==> src/rtl/svm_pkg.sv <==
`timescale 1ns/1ps
// svm_pkg: shared trellis constants, types and the predecessor rule.
// Assumes a rate-1/2 code whose state holds the last CONSTR_LEN-1 input
// bits with the newest bit in the most significant position.
package svm_pkg;

    localparam int unsigned CONSTR_LEN = 3;
    localparam int unsigned STATE_W    = CONSTR_LEN - 1;
    localparam int unsigned N_STATES   = 1 << STATE_W;

    typedef logic [STATE_W-1:0]  st_t;
    typedef logic [N_STATES-1:0] dvec_t;

    // Predecessor of state s when its decision bit is d: drop the newest
    // bit, shift the rest up, and append the decision as the oldest bit.
    function automatic st_t pred_state(input st_t s, input logic d);
        return {s[STATE_W-2:0], d};
    endfunction

endpackage

==> src/rtl/svm_wr_ctrl.sv <==
`timescale 1ns/1ps
// svm_wr_ctrl: circular write pointer, one-hot row enables and fill flag.
// Assumes ROWS is a power of two so the pointer wraps by overflow, and
// DEPTH < ROWS. primed_o rises once DEPTH vectors are already stored.
module svm_wr_ctrl #(
    parameter  int unsigned ROWS  = 16,
    parameter  int unsigned DEPTH = 15,
    localparam int unsigned PTR_W = $clog2(ROWS),
    localparam int unsigned CNT_W = $clog2(DEPTH + 1)
) (
    input  logic             clk_i,
    input  logic             rst_ni,
    input  logic             push_i,
    output logic [PTR_W-1:0] ptr_o,
    output logic [ROWS-1:0]  row_we_o,
    output logic             primed_o
);

    logic [PTR_W-1:0] ptr_q;
    logic [CNT_W-1:0] fill_q;
    logic             full;

    assign full = (fill_q == CNT_W'(DEPTH));

    // Advance the write pointer by one row per accepted vector.
    always_ff @(posedge clk_i) begin
        if (!rst_ni) begin
            ptr_q <= '0;
        end else if (push_i) begin
            ptr_q <= ptr_q + PTR_W'(1);
        end
    end

    // Count stored vectors until a full trace window exists, then saturate.
    always_ff @(posedge clk_i) begin
        if (!rst_ni) begin
            fill_q <= '0;
        end else if (push_i && !full) begin
            fill_q <= fill_q + CNT_W'(1);
        end
    end

    // Decode one enable per row; only the addressed row sees the write.
    for (genvar r = 0; r < ROWS; r++) begin : g_we
        assign row_we_o[r] = push_i && (ptr_q == PTR_W'(r));
    end

    assign ptr_o    = ptr_q;
    assign primed_o = full;

endmodule

==> src/rtl/svm_row_bank.sv <==
`timescale 1ns/1ps
// svm_row_bank: ROWS independent decision-row registers. Each row has its
// own enable, which stands for a gated clock; rows are never shifted.
// Assumes at most one enable is high in any cycle.
module svm_row_bank
    import svm_pkg::*;
#(
    parameter int unsigned ROWS = 16
) (
    input  logic               clk_i,
    input  logic               rst_ni,
    input  logic [ROWS-1:0]    row_we_i,
    input  dvec_t              row_d_i,
    output dvec_t [ROWS-1:0]   bank_o
);

    for (genvar r = 0; r < ROWS; r++) begin : g_row
        dvec_t row_q;

        // Capture the incoming vector only when this row is addressed.
        always_ff @(posedge clk_i) begin
            if (!rst_ni) begin
                row_q <= '0;
            end else if (row_we_i[r]) begin
                row_q <= row_d_i;
            end
        end

        assign bank_o[r] = row_q;
    end

endmodule

==> src/rtl/svm_trace.sv <==
`timescale 1ns/1ps
// svm_trace: combinational trace-back over DEPTH trellis steps.
// Step 0 reads the incoming vector; step k reads the row written k
// vectors ago (ptr_i - k). Starts from the fixed state START_STATE and
// returns the newest-bit position of the state reached at the end.
// Assumes DEPTH < ROWS and ROWS a power of two.
module svm_trace
    import svm_pkg::*;
#(
    parameter  int unsigned ROWS        = 16,
    parameter  int unsigned DEPTH       = 15,
    parameter  int unsigned START_STATE = 0,
    localparam int unsigned PTR_W       = $clog2(ROWS)
) (
    input  logic [PTR_W-1:0] ptr_i,
    input  dvec_t            new_row_i,
    input  dvec_t [ROWS-1:0] bank_i,
    output logic             bit_o
);

    st_t  [DEPTH:0]   walk;
    logic [DEPTH-1:0] step_dec;

    assign walk[0] = st_t'(START_STATE);

    for (genvar k = 0; k < DEPTH; k++) begin : g_step
        if (k == 0) begin : g_new
            // Newest step comes straight from the vector being written.
            assign step_dec[k] = new_row_i[walk[k]];
        end else begin : g_old
            logic [PTR_W-1:0] idx;
            // Older steps read the row stored k vectors earlier.
            assign idx         = ptr_i - PTR_W'(k);
            assign step_dec[k] = bank_i[idx][walk[k]];
        end
        // Move one step back in time along the survivor.
        assign walk[k+1] = pred_state(walk[k], step_dec[k]);
    end

    assign bit_o = walk[DEPTH][STATE_W-1];

endmodule

==> src/rtl/svm_traceback.sv <==
`timescale 1ns/1ps
// svm_traceback: survivor memory with single-row writes and a fixed-start
// trace-back. Each accepted decision vector goes into one bank row; in the
// same cycle a DEPTH-step walk yields the bit of DEPTH steps earlier, which
// is registered on the outputs. Assumes ROWS is a power of two > DEPTH.
module svm_traceback
    import svm_pkg::*;
#(
    parameter int unsigned ROWS        = 16,
    parameter int unsigned DEPTH       = 15,
    parameter int unsigned START_STATE = 0
) (
    input  logic                clk_i,
    input  logic                rst_ni,
    input  logic                dv_valid_i,
    input  logic [N_STATES-1:0] dv_bits_i,
    output logic                dec_bit_o,
    output logic                dec_valid_o
);

    localparam int unsigned PTR_W = $clog2(ROWS);

    logic [PTR_W-1:0] wr_ptr;
    logic [ROWS-1:0]  row_we;
    logic             primed;
    dvec_t [ROWS-1:0] bank_q;
    logic             trace_bit;
    logic             dec_bit_q;
    logic             dec_valid_q;

    svm_wr_ctrl #(
        .ROWS  (ROWS),
        .DEPTH (DEPTH)
    ) i_wr_ctrl (
        .clk_i    (clk_i),
        .rst_ni   (rst_ni),
        .push_i   (dv_valid_i),
        .ptr_o    (wr_ptr),
        .row_we_o (row_we),
        .primed_o (primed)
    );

    svm_row_bank #(
        .ROWS (ROWS)
    ) i_row_bank (
        .clk_i    (clk_i),
        .rst_ni   (rst_ni),
        .row_we_i (row_we),
        .row_d_i  (dv_bits_i),
        .bank_o   (bank_q)
    );

    svm_trace #(
        .ROWS        (ROWS),
        .DEPTH       (DEPTH),
        .START_STATE (START_STATE)
    ) i_trace (
        .ptr_i     (wr_ptr),
        .new_row_i (dv_bits_i),
        .bank_i    (bank_q),
        .bit_o     (trace_bit)
    );

    // Register the decoded bit only when a full window has just completed.
    always_ff @(posedge clk_i) begin
        if (!rst_ni) begin
            dec_bit_q <= 1'b0;
        end else if (dv_valid_i && primed) begin
            dec_bit_q <= trace_bit;
        end
    end

    // Pulse the output flag once per accepted vector after the fill.
    always_ff @(posedge clk_i) begin
        if (!rst_ni) begin
            dec_valid_q <= 1'b0;
        end else begin
            dec_valid_q <= dv_valid_i && primed;
        end
    end

    assign dec_bit_o   = dec_bit_q;
    assign dec_valid_o = dec_valid_q;

endmodule

==> config.mk <==
export PLATFORM = sky130hd
export DESIGN_NAME = svm_traceback
export DESIGN_NICKNAME = d
export VERILOG_FILES = /design/src/rtl/svm_pkg.sv /design/src/rtl/svm_wr_ctrl.sv /design/src/rtl/svm_row_bank.sv /design/src/rtl/svm_trace.sv /design/src/rtl/svm_traceback.sv
export SDC_FILE = /design/constraint.sdc
export NUM_CORES = 1
export LEC_CHECK = 0
export BUFFER_PORTS_ARGS = -buffer_cell sky130_fd_sc_hd__clkbuf_2
export CAP_MARGIN = 10
export CORE_ASPECT_RATIO = 0.7
export CORE_UTILIZATION = 45
export DETAILED_ROUTE_END_ITERATION = 8
export GPL_ROUTABILITY_DRIVEN = 1
export SKIP_LAST_GASP = 1
export SYNTH_ARGS = -nofsm -noshare
export SYNTH_HDL_FRONTEND = slang
export SYNTH_SLANG_ARGS = --single-unit
==> constraint.sdc <==
create_clock -name clk_i -period 7.65 [get_ports clk_i]
set_input_delay 1.53 -clock clk_i [delete_from_list [all_inputs] [get_ports clk_i]]
set_output_delay 1.53 -clock clk_i [all_outputs]
set_load 0.02 [all_outputs]
* Yosys cells after proc, flatten, opt, wreduce, memory -nomap -nowiden *
Cells that the tools add are included.

cells by class
  $add $sub $neg = 15
  $mul = 0
  divide/modulo/power cells = 0
  order comparisons = 26
  equal/unequal tests = 16
  shifts and indexed selects = 0
  multiplexer cells = 52
  bitwise gates (word level) = 0
  reductions and logical operators = 20

operators with widths
  kind                                                                    number
  4-bit binary-select mux with 4-bit select                               13
  4-bit by 5-bit < comparator with 1-bit output (second input constant)   13
  4-bit two-way mux                                                       12
  4-bit equality test (second input constant)                             9
  2-bit by 3-bit < comparator with 1-bit output (second input constant)   12
  1-bit binary-select mux with 2-bit select                               12
  4-bit subtractor (second input constant)                                6
  1-bit logical AND                                                       18
  4-bit by 3-bit equality test with 1-bit output (second input constant)  4
  4-bit by 3-bit subtractor with 4-bit output (second input constant)     4
  1-bit two-way mux                                                       14
  4-bit by 1-bit adder with 4-bit output (second input constant)          2
  4-bit by 2-bit equality test with 1-bit output (second input constant)  2
  4-bit by 2-bit subtractor with 4-bit output (second input constant)     2
  4-bit by 1-bit equality test with 1-bit output (second input constant)  1
  4-bit logical NOT                                                       1
  4-bit by 1-bit subtractor with 4-bit output (second input constant)     1
  1-bit by 3-bit < comparator with 1-bit output (second input constant)   1
  2-bit two-way mux                                                       1
  1-bit logical NOT                                                       1

storage, ports and cells
  bits in registers = 74
  bits in latches = 0
  RAM bits = 0
  memory bits (read-only) = 0
  input bits = 7
  memories = 0

* Logic depth before layout (Yosys ltp) *
Gate-level depths: netlist of run 1.

  depth after elaboration = 29
  mapped depth = 30

* By module *
A second synthesis of run 1 with hierarchy kept.

unflattened totals
  cells, all modules = 661
  area total of the unflattened synthesis = 7154.4 um2

by module, submodules not included
  module         times used  cells each  area an instance (um2)  seq. area each (um2)
  svm_trace      1           372         4006.3                  0.0
  svm_row_bank   1           219         2512.4                  1281.2
  svm_wr_ctrl    1           63          566.8                   160.2
  svm_traceback  1           7           68.8                    40.0

* Least setup slack after synthesis of run 1 *
OpenSTA, ideal clock, no wires.

  path kind = reg2reg
  start point = register i_wr_ctrl.ptr_q[1], in the netlist i_wr_ctrl.ptr_o[1]
  end point = register dec_bit_q, in the netlist dec_bit_o
  data arrival time = 7.554 ns
  data required time = 7.571 ns
  slack = 0.018 ns
  cell stages (with the launch flop) = 29
  clock period less this slack = 7.632 ns
  cell sequence = dfxtp_1 -> buf_2 -> buf_2 -> buf_2 -> buf_1 -> inv_1 -> ha_1 -> buf_6 -> buf_12 -> buf_12 -> mux2i_1 -> mux4_2 -> mux4_2 -> nor3_4 -> a21oi_2 -> o221a_1 -> mux2i_1 -> mux2_2 -> and3b_1 -> or4_1 -> buf_4 -> mux2i_2 -> nor3_1 -> nor3b_4 -> mux2i_1 -> mux2i_1 -> o211a_1 -> or4_4 -> o221ai_2

RTL lines
  what                                           RTL line             source
  from (decl)                                    svm_wr_ctrl.sv:19    logic [PTR_W-1:0] ptr_q;
  from (signal assigned)                         svm_wr_ctrl.sv:30    ptr_q <= ptr_q + PTR_W'(1);
  4-bit subtractor (*)                           svm_trace.sv:33      assign idx = ptr_i - PTR_W'(k);
  via i_trace.g_step[11].g_old.idx[1]            svm_trace.sv:31      logic [PTR_W-1:0] idx;
  4-bit binary-select mux with 4-bit select (*)  svm_trace.sv:34      assign step_dec[k] = bank_i[idx][walk[k]];
  4-bit two-way mux (not written as such) (*)    svm_trace.sv:34
  1-bit binary-select mux with 2-bit select (*)  svm_trace.sv:34
  1-bit two-way mux (not written as such) (*)    svm_trace.sv:34
  1-bit binary-select mux with 2-bit select      svm_trace.sv:34
  1-bit two-way mux (not written as such)        svm_trace.sv:34
  1-bit binary-select mux with 2-bit select (*)  svm_trace.sv:34
  1-bit two-way mux (not written as such) (*)    svm_trace.sv:34
  to (signal assigned)                           svm_traceback.sv:69  dec_bit_q <= trace_bit;
  to (decl)                                      svm_traceback.sv:28  logic dec_bit_q;

The timed path passes the listed nets; every way through them passes the cells marked *. The select of a mux whose other input is x is not followed.
A chain may end at the register's enable or synchronous reset.

* Worst setup path in the final report of run 1 *
  start point = register i_wr_ctrl.ptr_q[0], in the netlist i_wr_ctrl.ptr_o[0]
  end point = register dec_bit_q, in the netlist dec_bit_o

between the ends
  longest elaborated chain between the ends = 29

RTL lines
  what                                                   RTL line
  4-bit by 1-bit subtractor with 4-bit output            svm_trace.sv:33
  4-bit binary-select mux with 4-bit select              svm_trace.sv:34
  2-bit two-way mux (not written as such)                svm_trace.sv:34
  1-bit two-way mux (not written as such) (2 in series)  svm_trace.sv:34
  1-bit binary-select mux with 2-bit select              svm_trace.sv:34
  1-bit two-way mux (not written as such)                svm_trace.sv:34
  1-bit binary-select mux with 2-bit select              svm_trace.sv:34
  1-bit two-way mux (not written as such)                svm_trace.sv:34
  [12 not listed]                                        n/a
  1-bit binary-select mux with 2-bit select              svm_trace.sv:34
  1-bit two-way mux (not written as such)                svm_trace.sv:34
  1-bit binary-select mux with 2-bit select              svm_trace.sv:34
  1-bit two-way mux (not written as such)                svm_trace.sv:34
  1-bit binary-select mux with 2-bit select              svm_trace.sv:34
  1-bit two-way mux (not written as such)                svm_trace.sv:34
  1-bit binary-select mux with 2-bit select (*)          svm_trace.sv:34
  1-bit two-way mux (not written as such) (*)            svm_trace.sv:34

Every way passes the cells marked *; elsewhere a longest branch is shown, timed or not. The select of a mux whose other input is x is not followed.

==> results of run 1 <==
what timing repair did:
| action | in CTS | in global routing |
|---|---|---|
| gates resized for setup | 0 | 1 |
| setup endpoints to repair | 0 | 1 |
| hold buffers | 0 | 0 |
Yosys cell counts, drive strengths merged, types with 3 or more instances:
cell type  count  area (µm²)
a211oi         9        67.6
a21oi         24         124
a22oi          4        30.0
and3           4        25.0
buf           21         139
clkbuf        33         124
dfxtp         74        1480
ha            15         188
inv           14        52.6
mux2          22         248
mux2i        130        1310
mux4          84        1890
nand2         61         229
nand2b         3        18.8
nand3         28         140
nand4          4        25.0
nor2         115         432
nor2b          3        18.8
nor3           8        51.3
nor4           3        25.0
o211ai         3        22.5
o21ai         13        65.1
o221ai         5        50.0
o22ai          3        18.8
or3            3        18.8
xnor2         11         104
xor2           5        43.8
kinds of logic (layout without fill, tap and decap cells):
kind of cell | Yosys count | in the layout
DFF | 74 | 74
AOI/OAI and AO/OA | 77 | 77
xor gates and xnor gates | 16 | 16
and+or+nand+nor | 242 | 242
buffers and inverters | 69 | 53
muxes | 236 | 236
adders and majority gates | 15 | 15
layer usage:
metal | part of all wire | vias to the layer above | track usage | wire, µm
met3 | 0.12 | 47 | 0.112 | 2780
li1 | - | 2707 | - | -
met2 | 0.41 | 295 | 0.432 | 9770
met1 | 0.44 | 3035 | 0.421 | 10500
met4 | 0.026 | 0 | 0.102 | 623
met5 | 0 | - | 0 | 0
state kept, by name, indices dropped and copies added (netlist names):
signal and flops:
i_wr_ctrl.ptr_o 4, dec_bit_o 1, i_row_bank.g_row.row_q 64, i_wr_ctrl.fill_q 4, dec_valid_o 1
final timing paths:
check,slack [ns],end,start,depth (start not counted)
worst max-delay path,0.50,dec_bit_o,i_wr_ctrl.ptr_o[0],21
worst min-delay path,0.48,i_wr_ctrl.fill_q[1],i_wr_ctrl.fill_q[1],2
worst max register to register,0.50,dec_bit_o,i_wr_ctrl.ptr_o[0],21
worst min register to register,0.48,i_wr_ctrl.fill_q[1],i_wr_ctrl.fill_q[1],2
layout make-up:
| cell class | instances | area, µm² |
|---|---|---|
| tap | 200 | 250 |
| clock buffer | 9 | 225 |
| fill | 1432 | 7930 |
| multi-input combinational | 586 | 5400 |
| clock inverter | 6 | 41.3 |
| inverter | 15 | 56.3 |
| sequential | 74 | 1490 |
| timing repair buffer | 23 | 153 |
power breakdown:
group | switching [mW] | internal (mW)
Combinational | 0.188 | 0.127
Clock | 0.184 | 0.218
Sequential | 0.00927 | 0.391
worst reg2reg max path, delay by kind of cell (launching register included):
family	cells	cell delay (ns)
buffers and inverters	2	1.05
AOI/OAI and AO/OA	3	1.01
and+or+nand+nor	9	2.51
muxes	7	2.11
DFF	1	0.42
==> reports/qor.yml, run 1 <==
yosys:
  synth_edf_count: 0
  synth.avg_cell_area_um2: 9.86
  synth_top_family_by_area: "multiplexers"
  synth_top_flop_cell: "dfxtp_1"
  async_reset_ff_frac: 0
  ys_ff_latch: 74
  ys_seq_area_frac: 0.206
  synth-compound-area-share: 0.0736
  yosys_warnings: 0
  synth_nets: 751
  synth_cell_types: 62
  synth_xor_xnor_area_share: 0.0205
  synth_area_mm2: 0.00719
  synthCells: 729
  synth-simple-area-share: 0.150
  yosys-mux-area-fraction: 0.480
  synth_adder_area_share: 0.0261
worst_setup_path:
  crit_path_top_delay_cell: "or4_1"
  critPathKind: "flop to flop"
  path_buf_inv: 2
  cp-start-kind: "flop"
  cp_common_cell: "mux2i_1"
  crit_path_cell_trace: "buf_4 > buf_4 > nor2_1 > nand2_1 > nand2_1 > o41ai_2 > nor2_1 > mux2i_1 > mux2_2 > mux2i_1 > mux2_2 > and3_1 > or4_1 > mux2i_2 > nor3_1 > nor3b_4 > mux2i_1 > mux2i_1 > o211a_1 > or4_4 > o221ai_2"
  crit_path_end_kind: "flop"
  cp_slowest_stage_delay_ns: 0.72
  cp_max_fo: 41
  arrival_ns: 7.44
  worstPathRequired_ns: 7.94
  critPathTopFamily: "simple AND/OR/NAND/NOR gates"
timing:
  slew_viol_final: 0
  tns_ns: 0
  finalCritPeriodShare: 0.935
  max_slew_margin: 0.302
  layout_min_cycle_time_ns: 7.15
  finalWorstSetupSlack_ns: 0.499
  fmax_mhz: 140
  hold_violations: 0
  clock_skew_ns: 0.0169
  finalSetupViolCount: 0
  hold-worst-slack_ns: 0.477
  rsz0062_at_grt: "no"
  worstMarginPinSlew_ns: 1.05
min_path:
  hold_class: "flop to flop"
layout:
  layout_commonest_cell: "mux2i_1"
  fin_cells: 913
  nNetsFinal: 731
  final_core_util: 0.490
  drive_gt1_frac: 0.208
  design_area_mm2: 0.00761
  final_cell_mix: "128 x mux2i_1, 115 x nor2_1, 84 x mux4_2, 72 x dfxtp_1, 61 x nand2_1"
  n_antenna_cell: 0
  syn_to_final_growth_pct: 5.94
place:
  dp.cells: 898
  placed_area_mm2: 0.00734
  place_congestion: 0.987
  place_ws_ns: 0.469
  io_buffers: 8
  hpwl_um: 18300
clock_network:
  clkLatencyLatePin_ns: 0.36
  cts.sinks: 74
  cts.root.buffer_cell: "clkbuf_16"
  cts_buffers: 9
  clk_pin_slew_ns: 0.07
  clock_path_buffers: 2
  post-cts-setup-buffer-count: 0
  cts_tree: "yes"
  ctsHtreeMaxLevel: 3
route:
  dr.first_iter.drc_count: 665
  route.detailed.drc: 0
  drt_first_pass_iters: 5
  drt_wl_total_um: 23600
  vias_per_cell: 6.66
  routedWlPerCell_um: 25.9
  vias: 6084
  ant_nets: 0
die:
  rows: 38
  io_pins: 9
  coreArea_mm2: 0.0155
  fp.dieArea_mm2: 0.0165
  dieWidth_um: 153
  initial_utilization: 0.462
  die_h_um: 108
pwr:
  vdd_drop_max_mv: 0.106
  p_per_area_mw_per_mm2: 147
  total_power_mw: 1.12
  power_leakage_nw: 3.14
global_route:
  grt_max_degree: 75
  grt_overflow: 0
  grt_pass1_wl_um: 36600
  antenna_found_initial: 1
  gr-usage-all-layers: 0.303
  first_global_vias: 5849
run_status:
  outcome: "complete, no violations"
flow_run:
  max-cap-violations: 0
(Power assumes the default switching activity.)
==> inputs of run 2 (changes only) <==
--- a/config.mk
+++ b/config.mk
@@ -11,7 +11,9 @@
 export CORE_UTILIZATION = 45
 export DETAILED_ROUTE_END_ITERATION = 8
 export GPL_ROUTABILITY_DRIVEN = 1
+export RECOVER_POWER = 25
 export SKIP_LAST_GASP = 1
+export SLEW_MARGIN = 5
 export SYNTH_ARGS = -nofsm -noshare
 export SYNTH_HDL_FRONTEND = slang
 export SYNTH_SLANG_ARGS = --single-unit
==> reports/qor.yml, run 2 (synthesis results as in run 1) <==
layout:
  regArea_mm2: 0.00149  # unchanged
  design_area_mm2: 0.00761  # about the same
  layout_commonest_cell: "mux2i_1"  # unchanged
  largest_register: "i_row_bank.g_row.row_q"  # unchanged
  fillers: 1435  # was 1432
  multiInputGateArea_mm2: 0.00540  # unchanged
  largest_register_ffs: 64  # unchanged
  drive_gt1_frac: 0.201  # was 0.208
  syn_to_final_growth_pct: 5.83  # was 5.94%
  final_core_util: 0.489  # was 0.490
  nNetsFinal: 731  # unchanged
  n_antenna_cell: 0  # unchanged
  final_cell_mix: "128 x mux2i_1, 115 x nor2_1, 84 x mux4_2, 72 x dfxtp_1, 61 x nand2_1"  # unchanged
clock_network:
  post-cts-setup-buffer-count: 0  # unchanged
  cts_buffers: 9  # unchanged
  clk_pin_slew_ns: 0.07  # about the same
  clkLatencyLatePin_ns: 0.36  # about the same
  ctsHtreeMaxLevel: 3  # unchanged
  cts.root.buffer_cell: "clkbuf_16"  # unchanged
  cts_tree: "yes"  # unchanged
  cts.sinks: 74  # unchanged
  clock_path_buffers: 2  # unchanged
global_route:
  grt_max_degree: 75  # unchanged
  gr-usage-met3: 0.112  # unchanged
  top_usage_layer: "met2"  # unchanged
  grt_pass1_wl_um: 36600  # unchanged
  grt_overflow: 0  # unchanged
  use_met2: 0.432  # unchanged
  gr-usage-all-layers: 0.303  # unchanged
  antenna_found_initial: 1  # unchanged
  first_global_vias: 5849  # unchanged
  use_met1: 0.421  # unchanged
worst_setup_path:
  crit_path_end_kind: "flop"  # unchanged
  worstPathRequired_ns: 7.94  # about the same
  cp_slowest_stage_delay_ns: 0.72  # about the same
  arrival_ns: 7.44  # about the same
  crit_path_cell_trace: "buf_4 > buf_4 > nor2_1 > nand2_1 > nand2_1 > o41ai_2 > nor2_1 > mux2i_1 > mux2_2 > mux2i_1 > mux2_2 > and3_1 > or4_1 > mux2i_2 > nor3_1 > nor3b_4 > mux2i_1 > mux2i_1 > o211a_1 > or4_4 > o221ai_2"  # unchanged
  critPathKind: "flop to flop"  # unchanged
  cp-start-kind: "flop"  # unchanged
  cp_max_fo: 41  # unchanged
  cp_common_cell: "mux2i_1"  # unchanged
  crit_path_top_delay_cell: "or4_1"  # unchanged
timing:
  finalCritPeriodShare: 0.934  # was 0.935
  rsz0062_at_grt: "no"  # unchanged
  fmax_mhz: 140  # about the same
  worstMarginPinSlew_ns: 3.31  # was 1.05 ns
  clock_skew_ns: 0.0154  # was 0.0169 ns
  finalSetupViolCount: 0  # unchanged
  slew_viol_final: 75  # was 0
  finalWorstSetupSlack_ns: 0.506  # was 0.499 ns
  hold_violations: 0  # unchanged
  layout_min_cycle_time_ns: 7.14  # was 7.15 ns
  tns_ns: 0  # unchanged
  max_slew_margin: -1.21  # was 0.302
place:
  place_ws_ns: 0.469  # unchanged
  hpwl_um: 18300  # unchanged
  placed_area_mm2: 0.00734  # unchanged
  place_congestion: 0.987  # unchanged
  io_buffers: 8  # unchanged
run_status:
  outcome: "complete, but fails checks"  # was complete, no violations
  violations: "max-capacitance violations, max-slew violations"
die:
  initial_utilization: 0.462  # unchanged
  rows: 38  # unchanged
  dieWidth_um: 153  # unchanged
  io_pins: 9  # unchanged
  die_h_um: 108  # unchanged
  fp.dieArea_mm2: 0.0165  # unchanged
  coreArea_mm2: 0.0155  # unchanged
route:
  route.detailed.drc: 0  # unchanged
  routedWlPerCell_um: 25.9  # about the same
  drt_wl_total_um: 23600  # about the same
  vias: 6081  # was 6084
  vias_per_cell: 6.66  # about the same
  ant_nets: 0  # unchanged
  drt_first_pass_iters: 5  # unchanged
  dr.first_iter.drc_count: 665  # unchanged
flow_run:
  max-cap-violations: 1  # was 0
pwr:
  p_per_area_mw_per_mm2: 147  # about the same
  vdd_drop_max_mv: 0.106  # about the same
  power_leakage_nw: 3.12  # was 3.14 nW
min_path:
  hold_class: "flop to flop"  # unchanged
-- run 2: timing repair --
action                                  CTS  global route
endpoints found under the setup margin    0             1
gates resized for setup                   0             1
hold buffers                              0             0
-- run 2: through the flow --
stage / hold WS, ns / std cells / power [mW]
after CTS: 0.478 / 913 / 1.12
after detailed placement: 0.469 / 898 / 0.715
after global routing: 0.497 / 913 / 1.16
after global placement: 0.463 / 898 / 0.712
final: 0.476 / 913 / 1.12
after floorplan: 0.454 / 729 / 0.654
-- run 2: area by class of cell --
type | count | share of cell area
inverters | 15 | 0.00740
flip-flops and latches | 74 | 0.196
clock inverters | 6 | 0.00543
clock buffers | 9 | 0.0296
multi-input cells | 586 | 0.710
well taps | 200 | 0.0329
repair buffers | 23 | 0.0191
-- run 2: path summary, 6_finish.rpt --
check / endpoint / depth (start not counted) / startpoint / slack (ns)
setup / recovery: dec_bit_o / 21 / i_wr_ctrl.ptr_o[0] / 0.51
hold / removal: i_wr_ctrl.fill_q[1] / 2 / i_wr_ctrl.fill_q[1] / 0.48
setup reg to reg: dec_bit_o / 21 / i_wr_ctrl.ptr_o[0] / 0.51
hold reg to reg: i_wr_ctrl.fill_q[1] / 2 / i_wr_ctrl.fill_q[1] / 0.48
-- run 2: power breakdown --
part / total, mW / switching [mW] / internal, mW
registers: 0.401 / 0.00928 / 0.391
logic: 0.315 / 0.188 / 0.126
clock network: 0.402 / 0.183 / 0.218
-- run 2: critical path, delay by kind of cell (launching register included) --
family | cells | cell delay, ns
simple gates | 9 | 2.47
compound gates | 3 | 1.01
flops | 1 | 0.42
mux | 7 | 2.10
buf+inv | 2 | 1.04
-- run 2: routing by layer --
layer	share of wire	wire length, µm
met4	0.026	621
met1	0.44	10400
met2	0.42	9820
met5	0	0
met3	0.12	2760
==> inputs of run 3 (changes only) <==
--- a/config.mk
+++ b/config.mk
@@ -16,4 +16,5 @@
 export SLEW_MARGIN = 5
 export SYNTH_ARGS = -nofsm -noshare
 export SYNTH_HDL_FRONTEND = slang
+export SYNTH_HIERARCHICAL = 1
 export SYNTH_SLANG_ARGS = --single-unit
==> reports/qor.yml, run 3 <==
global_route:
  grt_overflow: 0  # unchanged
  first_global_vias: 5157  # was 5849
  grt_max_degree: 76  # was 75
  antenna_found_initial: 0  # was 1
  grt_pass1_wl_um: 33000  # was 36600 µm
  gr-usage-all-layers: 0.274  # was 0.303
clock_network:
  clkLatencyLatePin_ns: 0.34  # was 0.36 ns
  ctsHtreeMaxLevel: 3  # unchanged
  cts.root.buffer_cell: "clkbuf_16"  # unchanged
  cts.sinks: 74  # unchanged
  post-cts-setup-buffer-count: 0  # unchanged
  cts-hold-fix-buffers: 0  # unchanged
  cts_tree: "yes"  # unchanged
  clock_path_buffers: 2  # unchanged
  cts_buffers: 9  # unchanged
  clk_pin_slew_ns: 0.06  # was 0.07 ns
  postCtsResizedCells: 0  # unchanged
yosys:
  synth_edf_count: 0  # unchanged
  synth_top_flop_cell: "dfxtp_1"  # unchanged
  synth.avg_cell_area_um2: 10.8  # was 9.86 µm²
  ys_ff_latch: 74  # unchanged
  synthCells: 661  # was 729
  synth_area_leaders: "mux4_2 25%, dfxtp_1 21%, mux2i_1 19%"  # was mux4_2 26%, dfxtp_1 21%, mux2i_1 18%
  synth_nets: 680  # was 751
  synth-compound-area-share: 0.0670  # was 0.0736
  yosys_warnings: 6  # was 0
  synth_xor_xnor_area_share: 0.0194  # was 0.0205
  async_reset_ff_frac: 0  # unchanged
  synth-simple-area-share: 0.153  # was 0.150
  synth_top_family_by_area: "multiplexers"  # unchanged
  synth_top_area_frac: 0.252  # was 0.263
  synthTopCellsByCount: "138 x mux2i_1, 80 x mux4_2, 74 x dfxtp_1, 70 x nor2b_1, 44 x nand2_1"  # was 128 x mux2i_1, 115 x nor2_1, 84 x mux4_2, 74 x dfxtp_1, 61 x nand2_1
  synth_area_mm2: 0.00715  # was 0.00719 mm²
  ys_seq_area_frac: 0.207  # was 0.206
  synth_adder_area_share: 0.0210  # was 0.0261
  yosys-mux-area-fraction: 0.471  # was 0.480
  yosysTopAreaCell: "mux4_2"  # unchanged
  synth_cell_types: 68  # was 62
  yosysMostFrequentCell: "mux2i_1"  # unchanged
pwr:
  p_per_area_mw_per_mm2: 148  # was 147 mW/mm²
  p_int_mw: 0.755  # was 0.736 mW
  comb_power_share: 0.233  # was 0.282
  p_switching_mw: 0.345  # was 0.381 mW
  vdd_drop_max_mv: 0.123  # was 0.106 mV
  swShare: 0.314  # was 0.341
  power_frac_clock: 0.400  # was 0.359
  pwr-share-seq: 0.367  # was 0.359
  power_leakage_nw: 2.49  # was 3.12 nW
layout:
  nNetsFinal: 651  # was 731
  final_cell_mix: "138 x mux2i_1, 80 x mux4_2, 72 x dfxtp_1, 70 x nor2b_1, 44 x nand2_1"  # was 128 x mux2i_1, 115 x nor2_1, 84 x mux4_2, 72 x dfxtp_1, 61 x nand2_1
  fin_cells: 837  # was 913
  n_antenna_cell: 0  # unchanged
  syn_to_final_growth_pct: 3.97  # was 5.83%
  drive_gt1_frac: 0.220  # was 0.201
  layout_commonest_cell: "mux2i_1"  # unchanged
  fillers: 1417  # was 1435
  largest_register: "i_row_bank/g_row.row_q"  # was i_row_bank.g_row.row_q
  final_core_util: 0.480  # was 0.489
  design_area_mm2: 0.00744  # was 0.00761 mm²
  largest_register_ffs: 64  # unchanged
route:
  drt_wl_total_um: 21700  # was 23600 µm
  drt_first_pass_iters: 5  # unchanged
  route.detailed.drc: 0  # unchanged
  wl_met2_um: 8800  # was 9820 µm
  vias: 5465  # was 6081
  wl_met1_um: 10100  # was 10400 µm
  dr.first_iter.drc_count: 578  # was 665
  ant_nets: 0  # unchanged
  dr.max_layer_used: "met5"  # was met4
  wl_met3_um: 1950  # was 2760 µm
  routedWlPerCell_um: 25.9  # about the same
  vias_per_cell: 6.53  # was 6.66
place:
  hpwl_um: 16200  # was 18300 µm
  placed_area_mm2: 0.00714  # was 0.00734 mm²
  dp.cells: 820  # was 898
  place_congestion: 1.02  # was 0.987
  io_buffers: 8  # unchanged
timing:
  slew_viol_final: 48  # was 75
  max_slew_margin: -0.112  # was -1.21
  finalCritPeriodShare: 0.925  # was 0.934
  rsz0062_at_grt: "no"  # unchanged
  finalSetupViolCount: 0  # unchanged
  fmax_mhz: 141  # was 140 MHz
  layout_min_cycle_time_ns: 7.08  # was 7.14 ns
  clock_skew_ns: 0.00691  # was 0.0154 ns
  worstMarginPinSlew_ns: 1.67  # was 3.31 ns
  tns_ns: 0  # unchanged
  hold_violations: 0  # unchanged
worst_setup_path:
  cp_slowest_stage_delay_ns: 0.82  # was 0.72 ns
  critPathTopFamily: "multiplexers"  # was simple AND/OR/NAND/NOR gates
  worstPathRequired_ns: 7.92  # was 7.94 ns
  path_buf_inv: 1  # was 2
  crit_path_cell_trace: "inv_2 > ha_2 > mux2i_1 > mux4_2 > mux4_2 > nor2_2 > a21o_2 > mux2i_1 > mux4_2 > o22a_4 > o211ai_2 > a22oi_2 > or4b_1 > and4_1 > nand2b_1 > a211o_1 > nand3_1 > mux4_1 > mux4_2 > mux2i_1 > nand2_1 > mux2i_1"  # was buf_4 > buf_4 > nor2_1 > nand2_1 > nand2_1 > o41ai_2 > nor2_1 > mux2i_1 > mux2_2 > mux2i_1 > mux2_2 > and3_1 > or4_1 > mux2i_2 > nor3_1 > nor3b_4 > mux2i_1 > mux2i_1 > o211a_1 > or4_4 > o221ai_2
  cp-start-kind: "flop"  # unchanged
  arrival_ns: 7.35  # was 7.44 ns
  crit_path_top_delay_cell: "ha_2"  # was or4_1
  cp_max_fo: 25  # was 41
  critPathKind: "flop to flop"  # unchanged
  crit_path_end_kind: "flop"  # unchanged
die:
  io_pins: 9  # unchanged
  initial_utilization: 0.462  # about the same
  fp.dieArea_mm2: 0.0164  # was 0.0165 mm²
  die_h_um: 107  # was 108 µm
  dieWidth_um: 153  # about the same
  rows: 38  # unchanged
  coreArea_mm2: 0.0155  # about the same
min_path:
  hold_class: "flop to flop"  # unchanged
run_status:
  outcome: "complete, but fails checks"  # unchanged
  violations: "max-capacitance violations, max-slew violations"  # unchanged
flow_run:
  max-cap-violations: 1  # unchanged
==> run 3: cell type report <==
| type | instances | area (µm²) | share of cell area |
|---|---|---|---|
| multi-input cells | 513 | 5230 | 0.704 |
| well taps | 200 | 250 | 0.0336 |
| clock buffers | 10 | 229 | 0.0308 |
| repair buffers | 19 | 115 | 0.0155 |
| flip-flops and latches | 74 | 1490 | 0.200 |
| inverters | 15 | 56.3 | 0.00757 |
| clock inverters | 6 | 65.1 | 0.00875 |
==> run 3: routing by layer <==
metal | track usage | vias up
met1 | 0.399 | 2750
met5 | 0.0254 | -
li1 | - | 2429
met4 | 0.104 | 2
met3 | 0.0688 | 39
met2 | 0.386 | 245
==> run 3: power groups by stage <==
stage | Combinational (mW) | Clock (mW) | Sequential, mW
2_1_floorplan | 0.210 | 0 | 0.406
3_3_place_gp | 0.249 | 0 | 0.411
3_5_place_dp | 0.251 | 0 | 0.412
4_1_cts | 0.252 | 0.449 | 0.403
5_1_grt | 0.272 | 0.460 | 0.404
6_report | 0.257 | 0.440 | 0.403
==> run 3: kinds of logic after synthesis <==
group,after synthesis
DFF,74
adders and majority gates,12
and+or+nand+nor,194
xor gates and xnor gates,15
AOI/OAI and AO/OA,60
buffers and inverters,74
muxes,232
==> run 3: worst min-delay path, cell delays in order, from the launching register on <==
cell     delay (ns)
dfxtp_1        0.33
nand2_1        0.06
mux2i_1        0.06
==> run 3: path summary, 6_finish.rpt <==
| check | startpoint | end | slack, ns | cells after the start |
|---|---|---|---|---|
| min reg2reg | i_wr_ctrl/fill_q[1] | i_wr_ctrl/fill_q[1] | 0.50 | 2 |
| max reg2reg | i_wr_ctrl/ptr_o[0] | dec_bit_o | 0.57 | 22 |
| min | i_wr_ctrl/fill_q[1] | i_wr_ctrl/fill_q[1] | 0.50 | 2 |
| max | i_wr_ctrl/ptr_o[0] | dec_bit_o | 0.57 | 22 |
==> run 3: per-stage QoR <==
step / hold WS, ns / power [mW] / setup slack [ns]
global route: 0.539 / 1.14 / 0.0811
floorplan: 0.466 / 0.616 / 0.323
finish: 0.497 / 1.10 / 0.573
CTS: 0.501 / 1.10 / 0.536
detailed placement: 0.492 / 0.663 / 0.532
global placement: 0.478 / 0.660 / 0.697
